File: src/rtl/abt_pkg.sv
package abt_pkg;
  typedef enum logic [1:0] {
    OP_TEST = 2'b00,
    OP_ADD  = 2'b01,
    OP_DEL  = 2'b10,
    OP_FIND = 2'b11
  } abt_op_e;
endpackage

File: src/rtl/abt_issue.sv
// Entry stage: decides whether an Add/Delete really flips its leaf bit,
// looking at every older command still in flight (newest wins) and the leaf bank.
module abt_issue
  import abt_pkg::*;
#(
  parameter int N = 256,
  parameter int W = 16,
  localparam int NB = $clog2(N),
  localparam int LB = $clog2(W),
  localparam int H  = NB - LB
) (
  input  logic          clk,
  input  logic          rst_n,
  input  logic          cmd_v,
  input  logic [1:0]    cmd_op,
  input  logic [NB-1:0] cmd_idx,
  input  logic          peek_bit,
  input  logic          fl_v   [H+1],
  input  logic [1:0]    fl_op  [H+1],
  input  logic [NB-1:0] fl_idx [H+1],
  output logic          o_v,
  output logic [1:0]    o_op,
  output logic [NB-1:0] o_idx,
  output logic [H-1:0]  o_path,
  output logic          o_inc,
  output logic          o_dec
);
  logic eff;

  always_comb begin
    eff = peek_bit;
    for (int k = H; k >= 0; k--) begin
      if (fl_v[k] && (fl_op[k] == OP_ADD || fl_op[k] == OP_DEL) && fl_idx[k] == cmd_idx)
        eff = (fl_op[k] == OP_ADD);
    end
  end

  always_ff @(posedge clk or negedge rst_n) begin
    if (!rst_n) begin
      o_v    <= 1'b0;
      o_op   <= OP_TEST;
      o_idx  <= '0;
      o_path <= '0;
      o_inc  <= 1'b0;
      o_dec  <= 1'b0;
    end else begin
      o_v    <= cmd_v;
      o_op   <= cmd_op;
      o_idx  <= cmd_idx;
      o_path <= (cmd_op == OP_FIND) ? '0 : cmd_idx[NB-1:LB];
      o_inc  <= cmd_v && (cmd_op == OP_ADD) && !eff;
      o_dec  <= cmd_v && (cmd_op == OP_DEL) && eff;
    end
  end
endmodule

File: src/rtl/abt_level.sv
// One tree level: a bank of left/right member counts, read and updated by
// the command passing through, which also picks the Find direction here.
module abt_level
  import abt_pkg::*;
#(
  parameter int N   = 256,
  parameter int W   = 16,
  parameter int LVL = 0,
  localparam int NB  = $clog2(N),
  localparam int LB  = $clog2(W),
  localparam int H   = NB - LB,
  localparam int NW  = (LVL == 0) ? 1 : LVL,
  localparam int SEL = H - 1 - LVL,
  localparam int CW  = $clog2((N >> (LVL + 1)) + 1)
) (
  input  logic          clk,
  input  logic          rst_n,
  input  logic          in_v,
  input  logic [1:0]    in_op,
  input  logic [NB-1:0] in_idx,
  input  logic [H-1:0]  in_path,
  input  logic          in_inc,
  input  logic          in_dec,
  input  logic          in_fail,
  output logic          out_v,
  output logic [1:0]    out_op,
  output logic [NB-1:0] out_idx,
  output logic [H-1:0]  out_path,
  output logic          out_inc,
  output logic          out_dec,
  output logic          out_fail
);
  logic [CW-1:0] lcnt [1<<NW];
  logic [CW-1:0] rcnt [1<<NW];
  logic [NW-1:0] node;
  logic [CW-1:0] lc, rc;
  logic          is_find, br;

  always_comb begin
    node    = (LVL == 0) ? '0 : in_path[H-1 -: NW];
    lc      = lcnt[node];
    rc      = rcnt[node];
    is_find = (in_op == OP_FIND);
    br      = is_find ? (lc == '0) : in_path[SEL];
  end

  always_ff @(posedge clk or negedge rst_n) begin
    if (!rst_n) begin
      for (int n = 0; n < (1 << NW); n++) begin
        lcnt[n] <= '0;
        rcnt[n] <= '0;
      end
      out_v    <= 1'b0;
      out_op   <= OP_TEST;
      out_idx  <= '0;
      out_path <= '0;
      out_inc  <= 1'b0;
      out_dec  <= 1'b0;
      out_fail <= 1'b0;
    end else begin
      out_v         <= in_v;
      out_op        <= in_op;
      out_idx       <= in_idx;
      out_path      <= in_path;
      out_path[SEL] <= br;
      out_inc       <= in_inc;
      out_dec       <= in_dec;
      out_fail      <= in_fail | (is_find && lc == '0 && rc == '0);
      if (in_inc) begin
        if (br) rcnt[node] <= rc + CW'(1);
        else    lcnt[node] <= lc + CW'(1);
      end else if (in_dec) begin
        if (br) rcnt[node] <= rc - CW'(1);
        else    lcnt[node] <= lc - CW'(1);
      end
    end
  end
endmodule

File: src/rtl/abt_leaf.sv
// Leaf bank of W-bit words: performs the bit update, answers Test and
// finishes Find with the lowest set bit of the chosen word.
module abt_leaf
  import abt_pkg::*;
#(
  parameter int N = 256,
  parameter int W = 16,
  localparam int NB = $clog2(N),
  localparam int LB = $clog2(W),
  localparam int H  = NB - LB
) (
  input  logic          clk,
  input  logic          rst_n,
  input  logic          in_v,
  input  logic [1:0]    in_op,
  input  logic [NB-1:0] in_idx,
  input  logic [H-1:0]  in_path,
  input  logic          in_inc,
  input  logic          in_dec,
  input  logic          in_fail,
  input  logic [NB-1:0] peek_idx,
  output logic          peek_bit,
  output logic          resp_valid,
  output logic          resp_hit,
  output logic [NB-1:0] resp_index
);
  logic [W-1:0]  words [1<<H];
  logic [W-1:0]  word;
  logic [LB-1:0] bpos, fpos;
  logic          found;

  always_comb begin
    word  = words[in_path];
    bpos  = in_idx[LB-1:0];
    fpos  = '0;
    for (int j = W - 1; j >= 0; j--) begin
      if (word[j]) fpos = LB'(j);
    end
    found    = !in_fail && (word != '0);
    peek_bit = words[peek_idx[NB-1:LB]][peek_idx[LB-1:0]];
  end

  always_ff @(posedge clk or negedge rst_n) begin
    if (!rst_n) begin
      for (int n = 0; n < (1 << H); n++) words[n] <= '0;
      resp_valid <= 1'b0;
      resp_hit   <= 1'b0;
      resp_index <= '0;
    end else begin
      resp_valid <= in_v;
      if (in_op == OP_FIND) begin
        resp_hit   <= found;
        resp_index <= found ? {in_path, fpos} : '0;
      end else begin
        resp_hit   <= word[bpos];
        resp_index <= in_idx;
      end
      if (in_inc)      words[in_path][bpos] <= 1'b1;
      else if (in_dec) words[in_path][bpos] <= 1'b0;
    end
  end
endmodule

File: src/rtl/bitmap_tree.sv
module bitmap_tree
  import abt_pkg::*;
#(
  parameter int N = 256,
  parameter int W = 16,
  localparam int NB = $clog2(N),
  localparam int LB = $clog2(W),
  localparam int H  = NB - LB
) (
  input  logic          clk,
  input  logic          rst_n,
  input  logic          cmd_valid,
  output logic          cmd_ready,
  input  logic [1:0]    cmd_op,
  input  logic [NB-1:0] cmd_index,
  output logic          resp_valid,
  output logic          resp_hit,
  output logic [NB-1:0] resp_index
);
  // Stage k register set: k=0 is the entry stage, k>0 is the output of level k-1.
  logic          s_v    [H+1];
  logic [1:0]    s_op   [H+1];
  logic [NB-1:0] s_idx  [H+1];
  logic [H-1:0]  s_path [H+1];
  logic          s_inc  [H+1];
  logic          s_dec  [H+1];
  logic          s_fail [H+1];
  logic          peek_bit;

  assign cmd_ready = rst_n;
  assign s_fail[0] = 1'b0;

  abt_issue #(.N(N), .W(W)) u_issue (
    .clk(clk), .rst_n(rst_n),
    .cmd_v(cmd_valid && cmd_ready), .cmd_op(cmd_op), .cmd_idx(cmd_index),
    .peek_bit(peek_bit),
    .fl_v(s_v), .fl_op(s_op), .fl_idx(s_idx),
    .o_v(s_v[0]), .o_op(s_op[0]), .o_idx(s_idx[0]), .o_path(s_path[0]),
    .o_inc(s_inc[0]), .o_dec(s_dec[0])
  );

  for (genvar k = 0; k < H; k++) begin : g_lvl
    abt_level #(.N(N), .W(W), .LVL(k)) u_lvl (
      .clk(clk), .rst_n(rst_n),
      .in_v(s_v[k]), .in_op(s_op[k]), .in_idx(s_idx[k]), .in_path(s_path[k]),
      .in_inc(s_inc[k]), .in_dec(s_dec[k]), .in_fail(s_fail[k]),
      .out_v(s_v[k+1]), .out_op(s_op[k+1]), .out_idx(s_idx[k+1]), .out_path(s_path[k+1]),
      .out_inc(s_inc[k+1]), .out_dec(s_dec[k+1]), .out_fail(s_fail[k+1])
    );
  end

  abt_leaf #(.N(N), .W(W)) u_leaf (
    .clk(clk), .rst_n(rst_n),
    .in_v(s_v[H]), .in_op(s_op[H]), .in_idx(s_idx[H]), .in_path(s_path[H]),
    .in_inc(s_inc[H]), .in_dec(s_dec[H]), .in_fail(s_fail[H]),
    .peek_idx(cmd_index), .peek_bit(peek_bit),
    .resp_valid(resp_valid), .resp_hit(resp_hit), .resp_index(resp_index)
  );
endmodule

File: config.mk
export PLATFORM = sky130hd
export DESIGN_NAME = bitmap_tree
export DESIGN_NICKNAME = d
export VERILOG_FILES = /design/src/rtl/abt_pkg.sv /design/src/rtl/abt_issue.sv /design/src/rtl/abt_level.sv /design/src/rtl/abt_leaf.sv /design/src/rtl/bitmap_tree.sv
export SDC_FILE = /design/constraint.sdc
export NUM_CORES = 1
export LEC_CHECK = 0
export ABC_AREA = 0
export BUFFER_PORTS_ARGS = -buffer_cell sky130_fd_sc_hd__buf_2
export CAP_MARGIN = 20
export CORE_MARGIN = 2
export CORE_UTILIZATION = 52
export CTS_BUF_LIST = sky130_fd_sc_hd__clkbuf_8
export DETAILED_ROUTE_END_ITERATION = 8
export PLACE_DENSITY = 0.73
export SETUP_SLACK_MARGIN = 0.15
export SYNTH_ARGS = -nofsm -noshare
export SYNTH_HDL_FRONTEND = slang
export SYNTH_SLANG_ARGS = --single-unit
File: constraint.sdc
create_clock -name clk -period 11.1 [get_ports clk]
set_input_delay 2.22 -clock clk [delete_from_list [all_inputs] [get_ports clk]]
set_output_delay 2.22 -clock clk [all_outputs]
set_load 0.01 [all_outputs]
* After elaboration in Yosys (flattened, before gate mapping)
Index checks and enable logic that the tools add are counted.
** Word-level totals
- Latch bits :: 0
- Register bits after elaboration :: 527
- Memory bits (read-only) :: 0
- RAM bits :: 0
- Logic and storage cells :: 320
- Memories :: 0
- Input port bits :: 13
** Cells by class
- Magnitude comparators :: 12
- Eq/ne operators :: 23
- Bitwise operators :: 15
- Div/mod/pow operators :: 0
- Shifts and indexed selects :: 0
- Reduce and logical (&&, ||, !) cells :: 58
- Muxes and demuxes :: 113
- Multipliers :: 0
- Add/sub/neg operators :: 16
** Operators by type and width (count)
- 256-bit 2-to-1 mux :: 2
- 40-bit 2-to-1 mux :: 8
- 256-bit AND :: 1
- 256-bit NOT :: 1
- 256-bit bitwise OR :: 1
- 16-bit 2-to-1 mux :: 13
- 24-bit 2-to-1 mux :: 8
- 40-bit bitwise mux :: 4
- 16-bit binary-select mux with 4-bit select :: 2
- 14-bit 2-to-1 mux :: 8
- 24-bit bitwise mux :: 4
- 4-bit 2-to-1 mux :: 17
- 16-bit demux with 4-bit select :: 1
- 14-bit bitwise mux :: 4
- 7-bit 2-to-1 mux :: 7
- 8-bit == test :: 5
- 5-bit binary-select mux with 3-bit select :: 2
- 6-bit 2-to-1 mux :: 5
- 1-bit logical AND :: 29
- 5-bit 2-to-1 mux :: 5
- 6-bit binary-select mux with 2-bit select :: 2
- 2-bit == test (second input constant) :: 12
- 8-bit by 1-bit adder with 8-bit output (second input constant) :: 2
- 8-bit zero test :: 2
- 39 further kinds :: 92

* Longest topological paths before layout
Gate-level depths: netlist of run 1.
- Depth in word-level cells :: 22
- Depth in mapped cells :: 14

* Cells and area by module
A second synthesis of run 1 with hierarchy kept.
** Second synthesis, totals
- Cell total of the unflattened synthesis :: 2236
- Area total of the unflattened synthesis :: 28080.7 um^2
** By module, submodules not included
- abt_leaf :: area each 15423.5 um^2, times used 1, sequential area each 6656.4 um^2, cells an instance 1274
- abt_level (g_lvl[3].u_lvl) :: area each 4569.4 um^2, times used 1, sequential area each 2452.4 um^2, cells an instance 327
- abt_level (g_lvl[2].u_lvl) :: area each 3005.4 um^2, times used 1, sequential area each 1651.6 um^2, cells an instance 200
- abt_level (g_lvl[1].u_lvl) :: area each 2298.5 um^2, times used 1, sequential area each 1151.1 um^2, cells an instance 184
- abt_level (g_lvl[0].u_lvl) :: area each 1577.8 um^2, times used 1, sequential area each 850.8 um^2, cells an instance 134
- abt_issue :: area each 1188.6 um^2, times used 1, sequential area each 425.4 um^2, cells an instance 114
- bitmap_tree :: area each 17.5 um^2, times used 1, sequential area each 0.0 um^2, cells an instance 3

* Least setup slack after synthesis of run 1
No wires, ideal clock.
- Kind :: in2reg
- Start :: input cmd_index[4]
- End :: register u_issue.o_inc
- Required time :: 11.036 ns
- Buffers on the path :: 2
- Cell stages on the path :: 10
- Setup slack :: 6.164 ns
- Arrival time :: 4.872 ns
- Cell sequence :: clkbuf_1 > buf_2 > mux4_2 > mux4_2 > mux2i_1 > nor4b_1 > or3b_2 > a211o_1 > nor3_1 > or3_1
** Between the ends
- Longest elaborated chain between the ends :: 13
- Elaborated cells on any way between the ends :: 23
- Classes of those cells :: eq/ne (5); mux (10); bitwise (1); reduce/logical (7)
** RTL lines
- from (decl) :: RTL line bitmap_tree.sv:15 : input logic [NB-1:0] cmd_index,
- 4-bit NOT with 5-bit output (not written as such) :: RTL line abt_leaf.sv:40 : peek_bit = words[peek_idx[NB-1:LB]][peek_idx[LB-1:0]];
- 16-bit binary-select mux with 4-bit select :: RTL line abt_leaf.sv:40
- 16-bit 2-to-1 mux (not written as such) (2 in a row) :: RTL line abt_leaf.sv:40
- 1-bit binary-select mux with 4-bit select :: RTL line abt_leaf.sv:40
- 1-bit 2-to-1 mux (not written as such) :: RTL line abt_leaf.sv:40
- 1-bit 2-to-1 mux (4 in a row) :: RTL line abt_issue.sv:33 : if (fl_v[k] && (fl_op[k] == OP_ADD || fl_op[k] == OP_DEL) && fl_idx[k] == cmd_idx)
- 1-bit 2-to-1 mux (*) :: RTL line abt_issue.sv:33
- 1-bit zero test (*) :: RTL line abt_issue.sv:51 : o_inc <= cmd_v && (cmd_op == OP_ADD) && !eff;
- 1-bit logical AND (*) :: RTL line abt_issue.sv:51
- to (signal assigned) :: RTL line abt_issue.sv:51
- to (decl) :: RTL line abt_issue.sv:25 : output logic o_inc,
Mark *: on every way between the ends. The rest lies on a longest branch, timed or not. The select of a mux whose other input is x is not followed.
A chain may end at the register's enable or synchronous reset.

* Final worst setup path of run 1
Ends and elaborated chain as after synthesis.

==> run metrics, run 1 <==
Setup TNS Final 0 ns; Avg Inst Size Synth 12.23 um^2; Critical Setup Path Class input port to flop; Setup Buffers After CTS 0; cells along the critical path buf_4 -> buf_4 -> mux4_2 -> mux4_2 -> mux4_2 -> nor2_1 -> a21oi_1 -> a211o_1 -> nor3_1 -> or3_1; Critical Path RT 11.72 ns; post-layout net count 2317; sequential share of the synthesized area 47.77%; Post-Synthesis Cells 2258; I/O pins 24; Die H 234.4 um; post-cts gate resize count 0; first drt pass iteration count 5; CTS Buf Count 88; Die X 234.4 um; highest metal used met4; clock latency on the worst-skew pair 0.68 ns; endpoints failing setup 0; CTS clk-pin slew, worst paths 0.06 ns; Yosys reg bits 527; fin crit share 47.53%; Clock Sinks 527; CP max FO 39; total number of yosys warnings 0; Relative slew margins 23.01%; CP top delay family multiplexers; vias in the first global route 19884; Post-synth EDFFs 0; CTS tree yes; Crit path top cell by count mux4_2; MaxCap Viol Count 0; GP Congestion 0.9260; initial core utilization 52.53%; Largest stage delay, worst path 0.72 ns; final wirelength 69660 um; Wirelength per Cell 23.11 um; Max clock buf depth 3; Fmax achieved 0.1895 GHz; DRC errors left 0; min-delay worst type flop to flop; routed wl met3 6089 um; routed via count 18921; initial antenna violation count 1; Worst-Margin Slew 1.145 ns; crit path launch type input port; Root Driver clkbuf_8; RSZ-0062 raised after global routing false; Worst EP arrival 5.89 ns; Leakage 13.75 nW; first-pass GRT wire length 111400 um; port buffer count 23; number of hold buffers added after cts 0; Buf/Inv on CP 2; DR vias/cell 6.278; metal2 WL 32680 um; synthesized area 27610 um^2; row cnt 84; largest net degree at the start of global routing 181; area delta synth->final 9.436%; CP Capture Type flop; CTS HTree Levels 3; HPWL after DPL 45070 um; ANT cells 0; fin crit period 5.276 ns; M1 WL 27780 um; final hold vios 0; FFs w/ async S/R, synth 100.0%; Placeable Area 52550 um^2; drt initial violations 1753; Final Skew 0.03170 ns; Slowest cell on crit path buf_4; post-synth net total 2313; outcome completed; share of layout cells above drive strength 1 31.56%; VDD IR max 0.0001016 V; total power 5.450 mW; die area 54950 um^2; pwr dens 180.4 nW/um^2; Yosys cell types 68; Post-DRT Antenna Nets 0; total grt overflow 0; Tot GR Track Use 26.25%; Slew Viols, Final 0; Primary FF master, synth dfrtp_1
cells in the mapped netlist (27+ instances only):
cell	count	area share [%]
nor2_1	96	1.3
nand2_1	325	4.4
mux2_2	347	14
mux4_2	173	14
xnor2_1	50	1.6
nor3_1	27	0.49
dfrtp_1	527	48
xor2_1	38	1.2
nand3_1	95	1.7
clkbuf_1	103	1.4
ha_1	40	1.8
mux2i_1	33	1.2
a21oi_1	39	0.71
inv_1	46	0.63
o21ai_0	87	1.6
kinds of logic after synthesis:
group / share of synthesized area (%)
multiplexers: 29.46
flip-flops: 47.77
XOR/XNOR: 2.792
AND/OR/NAND/NOR: 10.43
AO/OA/AOI/OAI: 4.632
adder cells (fa/ha/maj): 1.958
buffers and inverters: 2.951
path summary, 6_finish.rpt:
kind | from | endpoint | slack (ns) | depth (start not counted)
hold reg to reg | g_lvl[1].u_lvl.out_path[0]$_DFF_PN0_ | g_lvl[2].u_lvl.out_path[0]$_DFF_PN0_ | 0.35 | 0
min in group asynchronous | rst_n | g_lvl[3].u_lvl.rcnt[8]$_DFFE_PN0P_ | 1.54 | 1
hold / removal | g_lvl[1].u_lvl.out_path[0]$_DFF_PN0_ | g_lvl[2].u_lvl.out_path[0]$_DFF_PN0_ | 0.35 | 0
setup reg to reg | g_lvl[3].u_lvl.out_path[0]$_DFF_PN0_ | u_leaf.resp_index[0]$_DFF_PN0_ | 6.67 | 9
max in group asynchronous | rst_n | asynchronous set/reset pin | 7.32 | 3
setup / recovery | cmd_index[4] | u_issue.o_inc$_DFF_PN0_ | 5.82 | 10
power breakdown:
group	internal [mW]	switching [mW]	total, mW
sequential	2.17	0.187	2.35
combinational	0.569	0.710	1.28
clock	1.02	0.799	1.82
total	3.75	1.70	5.45
layout by cell type, fill, tap and decap left out, drive strengths merged, types with 9 or more instances in the layout:
| cell type | synthesis | layout |
|---|---|---|
| nor2 | 97 | 97 |
| clkinv | 1 | 10 |
| dfrtp | 527 | 527 |
| xnor2 | 50 | 50 |
| o21ai | 88 | 88 |
| nand2 | 325 | 325 |
| a21oi | 39 | 39 |
| and2 | 9 | 9 |
| mux4 | 173 | 173 |
| a221oi | 12 | 12 |
| nor4 | 18 | 18 |
| buf | 45 | 61 |
| nand2b | 11 | 11 |
| xor2 | 38 | 38 |
| nor3 | 27 | 27 |
| nor2b | 17 | 17 |
| ha | 40 | 40 |
| mux2i | 33 | 33 |
| clkbuf | 104 | 113 |
| nand3 | 95 | 95 |
| mux2 | 347 | 347 |
| a22oi | 15 | 15 |
| inv | 46 | 73 |
final cells by class:
class / instances / area (um^2)
Clock buffer: 111 / 1528
Clock inverter: 43 / 340.3
Fill cell: 4259 / 22340
Inverter: 47 / 176.4
Multi-Input combinational cell: 1535 / 13640
Sequential cell: 527 / 13200
Tap cell: 688 / 860.8
Timing Repair Buffer: 63 / 464.2
metrics by stage:
step / area, um^2 / std cells / hold slack (ns) / util, % / setup WS [ns]
CTS: 30160 / 3010 / 0.3499 / 57.40 / 5.813
finish: 30210 / 3014 / 0.3483 / 57.49 / 5.824
floorplan: 27610 / 2258 / 0.3312 / - / 6.164
global placement: 28280 / 2855 / 0.3354 / 53.82 / 5.083
global route: 30210 / 3014 / 0.3534 / 57.49 / 5.578
detailed placement: 28300 / 2856 / 0.3364 / 53.85 / 5.061
per-layer routing:
metal	global-route usage (%)	up-vias
li1	-	8165
met1	34.86	9652
met2	40.88	872
met3	6.868	232
met4	11.77	0
met5	0	-
Power figures use the tool's default switching activity.
==> inputs of run 2 (changes only) <==
==> constraint.sdc (replaced) <==
create_clock -name clk -period 5.5 [get_ports clk]
set_input_delay 1.1 -clock clk [delete_from_list [all_inputs] [get_ports clk]]
set_output_delay 1.1 -clock clk [all_outputs]
set_load 0.01 [all_outputs]
==> run 2 against run 1 <==
Against the previous run:
- count of clock-buffer cells in the layout is 7 lower
- register-to-register slack worse by 5.2 ns
- clock skew is 0.0013 ns lower
- wire length is 0.26% higher
- critical path type is now flop to flop
- flip-flop and latch count stayed put
- clock power is 92% higher
- critical endpoint is now g_lvl[3].u_lvl.lcnt[4]$_DFFE_PN0P_
- combinational power is 100% higher
==> run metrics, run 2 (synthesis gave the netlist of run 1 again) <==
outcome completed; Worst EP arrival 4.62 ns; Leakage 13.75 nW; worst reg-to-reg path cell count 10; drt initial violations 1852; RR Startpoint g_lvl[2].u_lvl.out_path[3]$_DFF_PN0_; largest net degree at the start of global routing 174; Buf/Inv on CP 1; die area 54950 um^2; total grt overflow 0; Post-DRT Antenna Nets 0; Die X 234.4 um; post-cts gate resize count 0; vias in the first global route 19579; area delta synth->final 9.287%; origin of the worst setup path g_lvl[2].u_lvl.out_path[3]$_DFF_PN0_; fin crit share 73.93%; routed via count 19052; I/O pins 24; CP top delay family simple AND/OR/NAND/NOR gates; CP max FO 17; ANT cells 0; pwr dens 359.3 nW/um^2; min-delay worst type input port to asynchronous set/reset pin; RSZ-0062 raised after global routing false; Worst-Margin Slew 1.153 ns; r2r endpoint g_lvl[3].u_lvl.lcnt[4]$_DFFE_PN0P_; port buffer count 23; Tot GR Track Use 26.05%; Place WS 1.240 ns; non-filler instance count after layout 3022; final hold vios 0; CTS Buf Count 86; post-layout net count 2318; clock latency on the worst-skew pair 0.70 ns; crit path launch type flop; GP Congestion 0.9598; MaxCap Viol Count 0; cells along the critical path nor2b_1 -> and2_1 -> o21ai_0 -> o311a_1 -> ha_1 -> nand3_1 -> mux2_2 -> clkinv_1 -> nor3_1 -> mux2_2; Setup Buffers After CTS 0; area occupied by multi-input gates 13640 um^2; number of hold buffers added after cts 0; final instance area 30170 um^2; Largest stage delay, worst path 0.86 ns; Crit path top cell by count mux2_2; Setup TNS Final 0 ns; HPWL after DPL 44990 um; first-pass GRT wire length 110500 um; final wirelength 69840 um; Slowest cell on crit path nor3_1; share of layout cells above drive strength 1 31.41%; Final Skew 0.03042 ns; Fin Hold WS 0.3098 ns; Slew Viols, Final 0; post-layout util 57.41%; Root Driver clkbuf_8; CP Capture Type flop; Die H 234.4 um; CTS HTree Levels 3; row cnt 84; DRC errors left 0; Fmax achieved 0.2459 GHz; Placeable Area 52550 um^2; total power 10.84 mW; Critical Setup Path Class flop to flop; most common cell after layout, fill and taps aside dfrtp_1; Max clock buf depth 3; Wirelength per Cell 23.11 um; Clock Sinks 527; DR vias/cell 6.304; CTS clk-pin slew, worst paths 0.07 ns; fin crit period 4.066 ns; VDD IR max 0.0001845 V; endpoints failing setup 0; CTS tree yes; number of instances in the placed design 2861; dpl cell area 28380 um^2; initial antenna violation count 0; Reg area 13200 um^2; most frequent cells in the layout dfrtp_1, mux2_2, nand2_1, mux4_2, clkbuf_8; final worst setup slack 1.434 ns; first drt pass iteration count 8; Relative slew margins 21.12%; Critical Path RT 6.06 ns; fill count 4192; FF-to-FF setup slack 1.43 ns; initial core utilization 52.53%
==> run 2: changes by cell type in the layout (fill, tap and decap cells not counted), moves of 4 or more <==
cell and delta:
buf_12 +4, clkbuf_8 -7, clkinv_2 +4, clkinvlp_4 +4, inv_1 +8
==> run 2: area by class of cell <==
class                           instances  area share [%]
Clock inverter                         55           1.136
Clock buffer                          104           4.744
Multi-Input combinational cell       1535           45.21
Inverter                               47          0.5847
Timing Repair Buffer                   66           1.721
Sequential cell                       527           43.75
Tap cell                              688           2.853
==> run 2: metal layers <==
metal	vias up	track usage, %	wire length [um]
met3	240	6.456	5757
met5	-	0	0
met1	9731	34.83	28090
met2	875	40.75	32950
li1	8206	-	-
met4	0	11.30	3039
==> run 2: power breakdown <==
group,switching [mW],internal (mW)
combinational,1.41,1.16
clock,1.63,1.87
sequential,0.399,4.37
total,3.44,7.40
==> run 2: worst max path at each step <==
stage | end | slack, ns | depth (start not counted)
after floorplan | u_issue.o_inc$_DFF_PN0_ | 1.68 | 10
after global placement | u_issue.o_inc$_DFF_PN0_ | 1.23 | 10
after detailed placement | u_issue.o_inc$_DFF_PN0_ | 1.24 | 10
after CTS | g_lvl[3].u_lvl.lcnt[4]$_DFFE_PN0P_ | 1.42 | 10
after global routing | g_lvl[3].u_lvl.rcnt[1]$_DFFE_PN0P_ | 1.17 | 9
final | g_lvl[3].u_lvl.lcnt[4]$_DFFE_PN0P_ | 1.43 | 10
==> run 2: worst register-to-register path, delay by kind of cell, from the launching register on <==
| kind | cells | cell delay [ns] |
|---|---|---|
| AND/OR/NAND/NOR | 4 | 1.71 |
| multiplexers | 2 | 0.68 |
| flip-flops | 1 | 0.63 |
| AO/OA/AOI/OAI | 2 | 0.38 |
| adder cells (fa/ha/maj) | 1 | 0.26 |
| buffers and inverters | 1 | 0.26 |
